**src/rtl/mhf_pkg.sv**
```systemverilog
// Package: shared constants and types for the multicast hash filter.
// Assumes a 32-bit CRC processed in reflected (LSB-first) form.
package mhf_pkg;
    localparam int          CRC_W         = 32;
    // Reflected form of the polynomial 0x04C11DB7
    localparam logic [31:0] CRC_POLY_REFL = 32'hEDB8_8320;
    localparam logic [31:0] CRC_PRESET    = 32'hFFFF_FFFF;

    typedef struct packed {
        logic done;
        logic accept;
        logic not_app;
    } mhf_result_t;
endpackage

```
**src/rtl/mhf_crc_step.sv**
```systemverilog
// Module: one-byte combinational CRC update in reflected form.
// Does: shifts DATA_W input bits, LSB first, through the CRC register.
// Assumes: POLY_REFL is the bit-reversed generator polynomial.
module mhf_crc_step #(
    parameter int                 DATA_W    = 8,
    parameter int                 CRC_W     = 32,
    parameter logic [CRC_W-1:0]   POLY_REFL = 32'hEDB8_8320
) (
    input  logic [CRC_W-1:0]  crc_in,
    input  logic [DATA_W-1:0] data_in,
    output logic [CRC_W-1:0]  crc_out
);
    logic [DATA_W:0][CRC_W-1:0] stage;

    assign stage[0] = crc_in;

    // one shift-and-conditional-xor per input bit
    for (genvar i = 0; i < DATA_W; i++) begin : g_bit
        assign stage[i+1] = (stage[i][0] ^ data_in[i])
                          ? ((stage[i] >> 1) ^ POLY_REFL)
                          : (stage[i] >> 1);
    end

    assign crc_out = stage[DATA_W];
endmodule

```
**src/rtl/mhf_addr_seq.sv**
```systemverilog
// Module: address byte sequencer with running CRC.
// Does: counts address bytes, keeps the CRC and the multicast flag, and flags
// the cycle in which the final byte is taken.
// Assumes: a byte with addr_start high always restarts; bytes without start are
// taken only while an address is in progress.
module mhf_addr_seq #(
    parameter int ADDR_BYTES = 6,
    parameter int CRC_W      = mhf_pkg::CRC_W
) (
    input  logic             clk,
    input  logic             rst_n,
    input  logic [7:0]       byte_in,
    input  logic             valid_in,
    input  logic             start_in,
    output logic             last_byte,
    output logic             mcast_now,
    output logic [CRC_W-1:0] crc_next
);
    localparam int               CNT_W    = $clog2(ADDR_BYTES + 1);
    localparam logic [CNT_W-1:0] CNT_FULL = CNT_W'(ADDR_BYTES);
    localparam logic [CNT_W-1:0] CNT_PEN  = CNT_W'(ADDR_BYTES - 1);

    logic [CNT_W-1:0] cnt_q;
    logic [CRC_W-1:0] crc_q;
    logic             mcast_q;
    logic             take;
    logic [CRC_W-1:0] crc_base;

    // decide whether this cycle's byte belongs to an address
    always_comb begin
        take      = valid_in && (start_in || (cnt_q != '0 && cnt_q != CNT_FULL));
        crc_base  = start_in ? mhf_pkg::CRC_PRESET : crc_q;
        mcast_now = start_in ? byte_in[0] : mcast_q;
        last_byte = take && (start_in ? (ADDR_BYTES == 1) : (cnt_q == CNT_PEN));
    end

    mhf_crc_step #(
        .DATA_W    (8),
        .CRC_W     (CRC_W),
        .POLY_REFL (mhf_pkg::CRC_POLY_REFL)
    ) u_step (
        .crc_in  (crc_base),
        .data_in (byte_in),
        .crc_out (crc_next)
    );

    // advance position, CRC and multicast flag on each taken byte
    always_ff @(posedge clk) begin
        if (!rst_n) begin
            cnt_q   <= '0;
            crc_q   <= mhf_pkg::CRC_PRESET;
            mcast_q <= 1'b0;
        end else if (take) begin
            cnt_q   <= start_in ? CNT_W'(1) : cnt_q + CNT_W'(1);
            crc_q   <= crc_next;
            mcast_q <= mcast_now;
        end
    end


    cnt_bound_chk: assert property (@(posedge clk) disable iff (!rst_n)
        cnt_q <= CNT_FULL);


    restart_pos_chk: assert property (@(posedge clk) disable iff (!rst_n)
        (valid_in && start_in) |=> (cnt_q == CNT_W'(1)));
endmodule

```
**src/rtl/mhf_hash_lookup.sv**
```systemverilog
// Module: hash index extraction and table bit selection.
// Does: complements the reflected CRC (which equals the bit-reversed standard
// CRC), takes its top index bits and reads the selected table bit.
// Assumes: TABLE_WORDS and WORD_BITS are powers of two.
module mhf_hash_lookup #(
    parameter int TABLE_WORDS = 8,
    parameter int WORD_BITS   = 32,
    parameter int CRC_W       = mhf_pkg::CRC_W
) (
    input  logic [CRC_W-1:0]                 crc_refl,
    input  logic [TABLE_WORDS*WORD_BITS-1:0] table_in,
    output logic                             hit
);
    localparam int WSEL_W = $clog2(TABLE_WORDS);
    localparam int BSEL_W = $clog2(WORD_BITS);
    localparam int IDX_W  = WSEL_W + BSEL_W;

    logic [WORD_BITS-1:0] words [TABLE_WORDS];
    logic [CRC_W-1:0]     crc_fin;
    logic [IDX_W-1:0]     idx;
    logic [WSEL_W-1:0]    word_sel;
    logic [BSEL_W-1:0]    bit_sel;

    // split the flat table into words
    for (genvar w = 0; w < TABLE_WORDS; w++) begin : g_word
        assign words[w] = table_in[w*WORD_BITS +: WORD_BITS];
    end

    // form the index and pick the table bit
    always_comb begin
        crc_fin  = ~crc_refl;
        idx      = crc_fin[CRC_W-1 -: IDX_W];
        word_sel = idx[IDX_W-1 -: WSEL_W];
        bit_sel  = idx[BSEL_W-1:0];
        hit      = words[word_sel][bit_sel];
    end
endmodule

```
**src/rtl/mcast_hash_filter.sv**
```systemverilog
// Module: multicast destination address hash filter (top).
// Does: hashes a byte-serial destination address and registers the
// accept / not-applicable decision with a done strobe one cycle after the
// final byte.
// Assumes: ADDR_BYTES > 1; pass_all_mcast and hash_table are sampled in the
// cycle the final byte is taken.
module mcast_hash_filter #(
    parameter int ADDR_BYTES  = 6,
    parameter int TABLE_WORDS = 8,
    parameter int WORD_BITS   = 32
) (
    input  logic                             clk,
    input  logic                             rst_n,
    input  logic [7:0]                       addr_byte,
    input  logic                             addr_valid,
    input  logic                             addr_start,
    input  logic [TABLE_WORDS*WORD_BITS-1:0] hash_table,
    input  logic                             pass_all_mcast,
    output logic                             done,
    output logic                             accept,
    output logic                             not_applicable
);
    localparam int CRC_W = mhf_pkg::CRC_W;

    logic                last_byte;
    logic                mcast_now;
    logic [CRC_W-1:0]    crc_next;
    logic                hit;
    mhf_pkg::mhf_result_t res_q;

    mhf_addr_seq #(
        .ADDR_BYTES (ADDR_BYTES),
        .CRC_W      (CRC_W)
    ) u_seq (
        .clk       (clk),
        .rst_n     (rst_n),
        .byte_in   (addr_byte),
        .valid_in  (addr_valid),
        .start_in  (addr_start),
        .last_byte (last_byte),
        .mcast_now (mcast_now),
        .crc_next  (crc_next)
    );

    mhf_hash_lookup #(
        .TABLE_WORDS (TABLE_WORDS),
        .WORD_BITS   (WORD_BITS),
        .CRC_W       (CRC_W)
    ) u_lookup (
        .crc_refl (crc_next),
        .table_in (hash_table),
        .hit      (hit)
    );

    // register the decision in the cycle the final byte is taken
    always_ff @(posedge clk) begin
        if (!rst_n) begin
            res_q <= '0;
        end else begin
            res_q.done    <= last_byte;
            res_q.accept  <= last_byte && mcast_now && (pass_all_mcast || hit);
            res_q.not_app <= last_byte && !mcast_now;
        end
    end

    assign done           = res_q.done;
    assign accept         = res_q.accept;
    assign not_applicable = res_q.not_app;


    done_pulse_chk: assert property (@(posedge clk) disable iff (!rst_n)
        done |=> !done);


    done_after_byte_chk: assert property (@(posedge clk) disable iff (!rst_n)
        done |-> $past(addr_valid));


    pass_all_chk: assert property (@(posedge clk) disable iff (!rst_n)
        (done && !not_applicable && $past(pass_all_mcast)) |-> accept);


    unicast_flag_chk: assert property (@(posedge clk) disable iff (!rst_n)
        not_applicable |-> (done && !accept));


    reset_clear_chk: assert property (@(posedge clk)
        !rst_n |=> (!done && !accept && !not_applicable));
endmodule

```
**config.mk**
```make
export PLATFORM = sky130hd
export DESIGN_NAME = mcast_hash_filter
export DESIGN_NICKNAME = d
export VERILOG_FILES = /design/src/rtl/mhf_pkg.sv /design/src/rtl/mhf_crc_step.sv /design/src/rtl/mhf_addr_seq.sv /design/src/rtl/mhf_hash_lookup.sv /design/src/rtl/mcast_hash_filter.sv
export SDC_FILE = /design/constraint.sdc
export NUM_CORES = 1
export LEC_CHECK = 0
export BUFFER_PORTS_ARGS = -buffer_cell sky130_fd_sc_hd__buf_2
export CAP_MARGIN = 40
export CORE_MARGIN = 2
export CORE_UTILIZATION = 45
export DETAILED_ROUTE_END_ITERATION = 8
export PLACE_DENSITY = 0.93
export SLEW_MARGIN = 20
export SYNTH_ARGS = -nofsm -noshare
export SYNTH_HDL_FRONTEND = slang
export SYNTH_SLANG_ARGS = --single-unit
```
**constraint.sdc**
```tcl
create_clock -name clk -period 7.35 [get_ports clk]
set_clock_uncertainty 0.1 [all_clocks]
set_input_delay 2.205 -clock clk [delete_from_list [all_inputs] [get_ports clk]]
set_output_delay 2.205 -clock clk [all_outputs]
set_load 0.02 [all_outputs]
```
==> out/summary.txt, run 1 <==
Starting Density = 0.4653
DRT iter0 DRCs = 501
Setup crit start = addr_start
Worst setup SP type = primary input
Crit Path Class = in -> reg
period utilisation layout = 0.7312
peak supply drop = 0.1152 mV
first-pass GRT wire length = 29760 um
clk slew on worst S/H paths = 80 ps
synthesis-to-finish area growth = 34.83%
CP Cell Sequence = buf_2 -> buf_4 -> nor2_2 -> xnor2_4 -> buf_12 -> mux4_2 -> a2111oi_0 -> a31o_1 -> a2111oi_0 -> a311oi_1 -> o211ai_1
setup TNS = 0 ps
net count after synthesis = 708
Max Root-Sink Buffers = 2
final setup margin = 1976 ps
Yosys warning total = 0
drt pass-1 iters = 5
max-cap viol count = 0
Post-synth EDFFs = 0
total setup buffers inserted after CTS = 0
hold_buf cts = 0
synth unique cells = 48
final core utilization = 0.6274
placed insts = 813
Reg2Reg Launch Point = u_seq.crc_q[0]
die area = 10980 um2
Crit path max-delay family = compound AO/OA/AOI/OAI gates
Die Span X = 104.8 um
Rows = 36
vias per cell = 6.115
syn_area_per_cell = 10.50 um2
chip height = 104.8 um
r2r setup slk = 3910 ps
Total Power = 1.420 mW
CTS tree = done
Buf/Inv on CP = 3
hold_sp = u_seq.mcast_q
share of cells above drive strength 1 = 0.5443
Syn Inst Count = 435
DR WL/cell = 24.47 um
vias in the first global route = 5070
path type of the worst min-delay path = reg -> reg
Setup violations, final = 0
Worst path slowest cell = mux4_2
asr flop ratio synth = 0
worst relative slew slack = 0.5209
Port Buffers = 271
register bit count reported by yosys = 39
drt total wl = 20140 um
synthesized area = 4569 um2
largest net degree at the start of global routing = 72
Clk Latency, worst-skew pair = 310 ps
DP HPWL = 16600 um
worst slew pin tran = 713.6 ps
worst slack at placement = 1685 ps
CP arrival = 5460 ps
Slew Viols, Final = 0
Levels on crit path = 11
total core area = 9819 um2
PwrDens = 230.5 nW/um2
routability cong. = 1.038
root buffer cell = clkbuf_8
grt total ovfl = 0
outcome = complete, no violations
P_leak = 2.729 nW
ANT nets after route = 0
Final #Nets = 961
f_max = 186.1 MHz
Fin. Hold Viols = 0
Seq/Total Area, Yosys = 0.1709
Non-Filler Instances = 823
Worst Reg-to-Reg Cells = 11
Vias = 5033
GR Util All Layers = 0.3617
Synth Flop Type = dfxtp_1
number of remaining DRC errors = 0
H-tree Lvls = 2
RSZ-0062 raised after global routing = no
worst path required time = 7440 ps
CP max FO = 64
CTS Buf Count = 5
antenna violations before repair = 3
Tmin final = 5374 ps
Ports = 272
hold path cells = 1
clock sink count = 39
Slowest Stage Delay on Critical Path = 560 ps
most used cell, CP = a2111oi_0
post-CTS sizing = 0
Worst Setup End Kind = flop
[through the flow]
stage | hold slack, ps | instance area, um2
4_1_cts | 371.2 | 6153
3_3_place_gp | 343.5 | 6025
6_report | 376.2 | 6161
2_1_floorplan | 314.6 | 4569
5_1_grt | 409.8 | 6158
3_5_place_dp | 333.2 | 6036
[power by group]
group / internal (mW) / switching [mW] / total (mW) / leakage (nW)
clock network: 0.110 / 0.0839 / 0.194 / 0.0612
registers: 0.235 / 0.0212 / 0.256 / 0.323
logic: 0.464 / 0.506 / 0.970 / 2.35
total: 0.809 / 0.611 / 1.42 / 2.73
[worst paths after layout]
path | to
setup / recovery | accept
hold / removal | not_applicable
setup reg to reg | accept
hold reg to reg | not_applicable
[cell usage after synthesis, types with 2 or more instances]
master / instances / area, um2
nand3_1: 4 / 20.02
mux2i_1: 6 / 60.06
nor2_2: 7 / 43.79
o21ai_0: 4 / 20.02
o211ai_1: 31 / 232.7
a2111oi_0: 2 / 17.52
mux2_2: 2 / 22.52
mux4_2: 64 / 1441
and2_1: 8 / 50.05
a21oi_1: 7 / 35.03
xor2_2: 2 / 32.53
buf_4: 2 / 15.01
nor4_1: 3 / 18.77
buf_2: 16 / 80.08
a22o_1: 3 / 26.28
buf_6: 2 / 22.52
xnor2_1: 63 / 551.8
dfxtp_1: 39 / 780.8
ha_1: 4 / 50.05
xor3_1: 2 / 47.55
inv_1: 3 / 11.26
buf_1: 6 / 22.52
a211oi_1: 8 / 60.06
nand2_1: 40 / 150.1
xnor2_4: 3 / 82.58
a22oi_1: 14 / 105.1
clkbuf_1: 11 / 41.29
nor2_1: 36 / 135.1
xor2_1: 20 / 175.2
o311ai_0: 2 / 17.52
xnor2_2: 3 / 48.80
and3_1: 2 / 12.51
[sequential cells by signal (all words and copies together) (netlist names)]
name and cells:
u_seq.crc_q 32, u_seq.cnt_q 3, accept 1, done 1
not_applicable 1, u_seq.mcast_q 1
[worst reg2reg max path: cells and delay by family (launching register included)]
family          cells  cell delay (ps)
compound gates      5             1120
xor+xnor            3              500
buf+inv             1              340
flops               1              600
mux                 1              370
simple gates        1              290
[layout make-up]
cell class / count / area, um2
antenna: 1 / 2.502
clock buffer: 6 / 82.58
clock inverter: 2 / 35.03
fill: 839 / 3659
inverter: 3 / 11.26
multi-input combinational: 356 / 3622
sequential: 39 / 780.7
tap: 133 / 166.4
timing repair buffer: 283 / 1460
[kinds of logic after synthesis]
logic type / count (synthesis) / synth area share
AND/OR/NAND/NOR: 107 / 0.1051
XOR/XNOR: 94 / 0.2103
AO/OA/AOI/OAI: 79 / 0.1271
buffers and inverters: 40 / 0.04217
multiplexers: 72 / 0.3335
adder cells (fa/ha/maj): 4 / 0.01095
flip-flops: 39 / 0.1709
[routing by layer]
layer  vias up  global-route usage  share of wire
met3        59              0.1004           0.11
met5         -                   0        0.00079
met4         2              0.1267          0.036
li1       2160                   -              -
met2       376              0.5575           0.47
met1      2436              0.4887           0.38
[cells in the final DEF, fill, tap and decap left out, types with 5 or more instances in the layout]
cell and instances:
a22oi_1 14, xor2_1 20, buf_2 271, and2_1 8
mux2i_1 6, mux4_2 64, o211ai_1 31, nand2_1 40
a211oi_1 8, nor2_1 36, xnor2_2 5, buf_4 9
nor2_2 7, xnor2_1 61, a21oi_1 7, clkbuf_8 6
dfxtp_1 39
No activity file was read; power rests on OpenSTA's default activity.
==> inputs of run 2 (changes only) <==
- CORE_UTILIZATION: 45 -> 41
- PLACE_DENSITY: 0.93 -> 0.89
- clock period: 7.35 -> 4.7 ns (I/O delays scaled with it)
==> out/summary.txt, run 2 (same netlist as run 1, synthesis figures left out) <==
Worst setup SP type = primary input
CP Cell Sequence = buf_2 -> nor2_2 -> xnor2_4 -> xor3_1 -> xnor2_2 -> buf_4 -> nor2_2 -> a22oi_1 -> a21oi_1 -> nor4_1 -> or3b_1 -> o211ai_1
vias per cell = 5.810
H-tree Lvls = 2
total setup buffers inserted after CTS = 0
share of cells above drive strength 1 = 0.5489
worst slew pin tran = 695.3 ps
post-CTS sizing = 0
Die Span X = 109.6 um
hold_buf cts = 0
Total Power = 2.253 mW
worst relative slew slack = 0.5364
Fin. Hold Viols = 0
Most flops, register = u_seq.crc_q
Vias = 4973
Setup crit start = addr_start
Filler Cell Count = 976
Max Root-Sink Buffers = 2
Starting Density = 0.4215
period utilisation layout = 0.8723
grt total ovfl = 0
commonest non-fill, non-tap cell in the layout = buf_2
Worst Setup End Kind = flop
drt total wl = 19900 um
Final #Nets = 968
Setup violations, final = 0
GR Util All Layers = 0.3300
clock sink count = 39
CTS Buf Count = 5
max-cap viol count = 0
number of remaining DRC errors = 0
outcome = complete, no violations
most used cell, CP = nor2_2
Buf/Inv on CP = 2
chip height = 109.6 um
ANT nets after route = 0
Clk Latency, worst-skew pair = 310 ps
routability cong. = 0.9743
hold_sp = u_seq.mcast_q
Crit path max-delay family = XOR/XNOR gates
vias in the first global route = 4950
antenna violations before repair = 21
total core area = 10840 um2
Tmin final = 4100 ps
Port Buffers = 271
Worst path slowest cell = xor3_1
P_leak = 2.776 nW
drt pass-1 iters = 7
DRT iter0 DRCs = 390
Slowest Stage Delay on Critical Path = 530 ps
path type of the worst min-delay path = reg -> reg
DR WL/cell = 23.25 um
CP max FO = 15
hold_ws = 379.2 ps
synthesis-to-finish area growth = 38.01%
Crit Path Class = in -> reg
Regs by FF count = u_seq.crc_q: 32 flops, u_seq.cnt_q: 3 flops
Slew Viols, Final = 0
DP HPWL = 16500 um
worst path required time = 4830 ps
f_max = 243.9 MHz
setup TNS = 0 ps
CTS tree = done
commonest non-fill, non-tap cells in the layout = buf_2, mux4_2, xnor2_1
Rows = 38
Reg2Reg Launch Point = u_seq.crc_q[0]
CP arrival = 4230 ps
die area = 12010 um2
clk slew on worst S/H paths = 80 ps
number of flip-flops in the largest register = 32
largest net degree at the start of global routing = 71
PwrDens = 357.2 nW/um2
RSZ-0062 raised after global routing = no
Ports = 272
root buffer cell = clkbuf_8
first-pass GRT wire length = 28510 um
peak supply drop = 0.1870 mV
[run 2: changes by cell type in the layout (fill, tap and decap cells not counted), sizes merged]
cell / before / now
diode: 1 / 20
buf: 282 / 289
[run 2: routing by layer]
metal | part of all wire | up-vias | GRT usage
met5 | 0 | - | 0
met2 | 0.52 | 297 | 0.5397
met3 | 0.066 | 62 | 0.06461
met1 | 0.36 | 2425 | 0.3772
met4 | 0.062 | 0 | 0.2586
li1 | - | 2189 | -
[run 2: path summary, 6_finish.rpt]
check | slack, ps | endpoint | cells past startpoint
worst max register to register | 1340 | accept | 11
worst max-delay path | 600 | accept | 12
worst min register to register | 380 | not_applicable | 1
worst min-delay path | 380 | not_applicable | 1
[run 2: final cells by class]
cell class | instances | area (um2) | share of cell area
tap | 140 | 175.2 | 0.02778
multi-input combinational | 356 | 3622 | 0.5744
antenna | 20 | 50.05 | 0.007937
inverter | 3 | 11.26 | 0.001786
timing repair buffer | 290 | 1549 | 0.2456
clock buffer | 6 | 82.58 | 0.01310
sequential | 39 | 780.7 | 0.1238
clock inverter | 2 | 35.03 | 0.005556
[run 2: through the flow]
| stage | util | instance area (um2) | setup WS, ps | cells |
|---|---|---|---|---|
| after floorplan | - | 4569 | 651.6 | 435 |
| final | 0.5817 | 6306 | 600.0 | 856 |
| after global routing | 0.5815 | 6304 | 362.3 | 855 |
| after detailed placement | 0.5656 | 6131 | 306.0 | 827 |
| after CTS | 0.5764 | 6248 | 613.2 | 835 |
| after global placement | 0.5656 | 6131 | 357.2 | 827 |
[run 2: power by group]
group	leakage, nW	internal (mW)	switching (mW)
clock	0.0613	0.172	0.129
sequential	0.323	0.367	0.0327
combinational	2.39	0.772	0.780
total	2.78	1.31	0.941
[run 2: worst register-to-register path: stages, from the launching register on]
cell	delay (ps)
dfxtp_1	600
xnor2_1	130
nor2_1	280
xnor2_2	210
buf_12	270
mux4_2	460
and2_1	190
a2111oi_0	370
a31o_1	160
a2111oi_0	60
a311oi_1	270
o211ai_1	120
==> inputs of run 3 (changes only) <==
- ABC_AREA: not set -> 1
- CORE_UTILIZATION: 41 -> 43
- PLACE_DENSITY: 0.89 -> 0.9
==> out/summary.txt, run 3 <==
Buf/Inv on CP = 5
met3 Use GR = 0.05717
CTS Buf Count = 5
final core utilization = 0.5688
Most flops, register = u_seq.crc_q
synth unique cells = 42
clock sink count = 39
DRT iter0 DRCs = 717
top post-synthesis cells by area = o211ai_1, dfxtp_1, or2_2
CP max FO = 22
syn_area_per_cell = 6.237 um2
Setup violations, final = 0
Crit Path Class = in -> reg
synthesis-to-finish area growth = 29.63%
r2r setup slk = 1900 ps
period utilisation layout = 0.8522
number of remaining DRC errors = 0
commonest non-fill, non-tap cell in the layout = buf_2
Reg2Reg Capture Point = accept
Setup crit start = addr_start
worst relative slew slack = 0.5315
drt total wl = 20860 um
P_leak = 3.292 nW
register bit count reported by yosys = 39
Final #Nets = 1355
Synth top area share = 0.1567
number of flip-flops in the largest register = 32
Synth Flop Type = dfxtp_1
synth cell count leaders = nand2_1, o211ai_1, or2_2
Slew Viols, Final = 0
grt total ovfl = 0
GR Util All Layers = 0.3082
Filler Cell Count = 1184
H-tree Lvls = 2
clk slew on worst S/H paths = 60 ps
chip height = 114.7 um
hold_ws = 370.4 ps
Synth area leader = o211ai_1
synthesized area = 5270 um2
DR WL/cell = 16.95 um
root buffer cell = clkbuf_16
Starting Density = 0.4387
commonest non-fill, non-tap cells in the layout = buf_2, nand2_1, o211ai_1
path type of the worst min-delay path = reg -> reg
Seq. cell area = 780.7 um2
PwrDens = 279.5 nW/um2
vias per cell = 5.534
CP endpoint = accept
die area = 13160 um2
Worst Reg-to-Reg Cells = 21
Worst Setup End Kind = flop
ANT nets after route = 0
post-CTS sizing = 0
Port Buffers = 271
largest net degree at the start of global routing = 116
RSZ-0062 raised after global routing = no
Reg2Reg Launch Point = u_seq.crc_q[2]
peak supply drop = 0.2594 mV
Ports = 272
Worst setup SP type = primary input
Slowest Stage Delay on Critical Path = 290 ps
Die Span X = 114.7 um
vias in the first global route = 6439
total setup buffers inserted after CTS = 0
Seq/Total Area, Yosys = 0.1481
setup TNS = 0 ps
Yosys warning total = 0
Rows = 40
max-cap viol count = 0
Syn Inst Count = 845
Vias = 6812
Max Root-Sink Buffers = 2
asr flop ratio synth = 0
net count after synthesis = 1118
Post-synth EDFFs = 0
worst slew pin tran = 702.0 ps
DP HPWL = 16290 um
worst path required time = 4790 ps
share of cells above drive strength 1 = 0.4057
busiest layer in global routing = met2
most used cell, CP = nand2_1
most numerous cell in the Yosys netlist = nand2_1
grt met1 use = 0.3915
CP arrival = 4090 ps
Levels on crit path = 24
hold_buf cts = 0
Tmin final = 4005 ps
Clk Latency, worst-skew pair = 290 ps
routability cong. = 0.9933
outcome = complete, no violations
Crit path max-delay family = simple AND/OR/NAND/NOR gates
total core area = 12010 um2
CTS tree = done
Regs by FF count = u_seq.crc_q: 32 flops, u_seq.cnt_q: 3 flops
met2 GRT Util = 0.5199
first-pass GRT wire length = 32020 um
footprint of the multi-input gates = 4000 um2
drt pass-1 iters = 5
antenna violations before repair = 2
CP Cell Sequence = buf_2 -> buf_4 -> nor2_1 -> nand2_1 -> nand2_2 -> inv_2 -> nand2_1 -> nand2_2 -> nand2_1 -> nand2_2 -> buf_4 -> o211ai_1 -> nand3_1 -> nand2_1 -> nor2_1 -> nand2_1 -> nand3_1 -> nand2_1 -> nand2_1 -> nand2_1 -> nand2_1 -> nand3_1 -> nand2_1 -> inv_1
Worst path slowest cell = buf_2
f_max = 249.7 MHz
Fin. Hold Viols = 0
run 3: cell types whose count changed after synthesis, moves of 18 or more:
cell,delta
o211ai_1,+79
mux4_2,-64
nand2_1,+110
a21oi_1,+47
clkbuf_1,+22
o21ai_0,+28
inv_1,+40
nand2_2,+18
nor2_1,+19
nand3_1,+83
or2_2,+97
xnor2_1,-51
run 3: cells by family (layout without fill, tap and decap cells):
group,count (synthesis),count (layout),share of synthesized area
simple gates,430,430,0.3989
compound gates,217,217,0.2680
buf+inv,112,349,0.09473
xor+xnor,43,43,0.08072
flops,39,39,0.1481
fa+ha+maj,4,4,0.009497
other cells,0,2,0
run 3: worst reg2reg max path: stages (launching register included):
cell and delay, ps:
dfxtp_1 330, nor2_4 160, xor2_2 410, nand2_1 130
nand2_2 160, inv_2 60, nand2_1 100, nand2_1 100
nand2_1 100, nand2_2 140, inv_2 220, nand2_1 90
nor2_1 110, nand2_1 60, nand3_1 70, nand2_1 60
nand2_1 50, nand2_1 50, nand2_1 50, nand3_1 60
nand2_1 60, inv_1 30
run 3: how the worst min path moves through the flow:
stage	startpoint	endpoint	depth (start not counted)
6_report	u_seq.crc_q[18]	u_seq.crc_q[18]	2
5_1_grt	u_seq.crc_q[18]	u_seq.crc_q[18]	2
3_5_place_dp	u_seq.crc_q[18]	u_seq.crc_q[18]	2
4_1_cts	u_seq.crc_q[18]	u_seq.crc_q[18]	2
2_1_floorplan	u_seq.mcast_q	u_seq.mcast_q	2
3_3_place_gp	u_seq.mcast_q	u_seq.mcast_q	2
run 3: power by group:
group,switching [mW],internal (mW),total (mW)
Clock,0.137,0.207,0.345
Combinational,0.712,0.455,1.17
Sequential,0.0261,0.372,0.398
Total,0.875,1.03,1.91
run 3: metrics by stage:
step	total power, mW	cell area, um2	instances	setup slack [ps]
2_1_floorplan	1.215	5270	845	1309
3_3_place_gp	1.540	6683	1222	464.3
3_5_place_dp	1.550	6683	1222	431.6
4_1_cts	1.893	6827	1229	707.5
5_1_grt	2.056	6832	1231	303.3
6_report	1.909	6832	1231	694.6
run 3: routing by layer:
metal	vias up	wire, um
li1	3354	-
met1	3110	8612
met2	300	9974
met3	48	1641
met4	0	631
met5	-	0
run 3: final cells by class:
type                    instances  share of cell area
clock buffers                   6             0.02033
well taps                     147             0.02692
clock inverters                 1           0.0007326
diodes                          2           0.0007326
repair buffers                289              0.2220
flip-flops and latches         39              0.1143
multi-input cells             694              0.5855
inverters                      53             0.02949
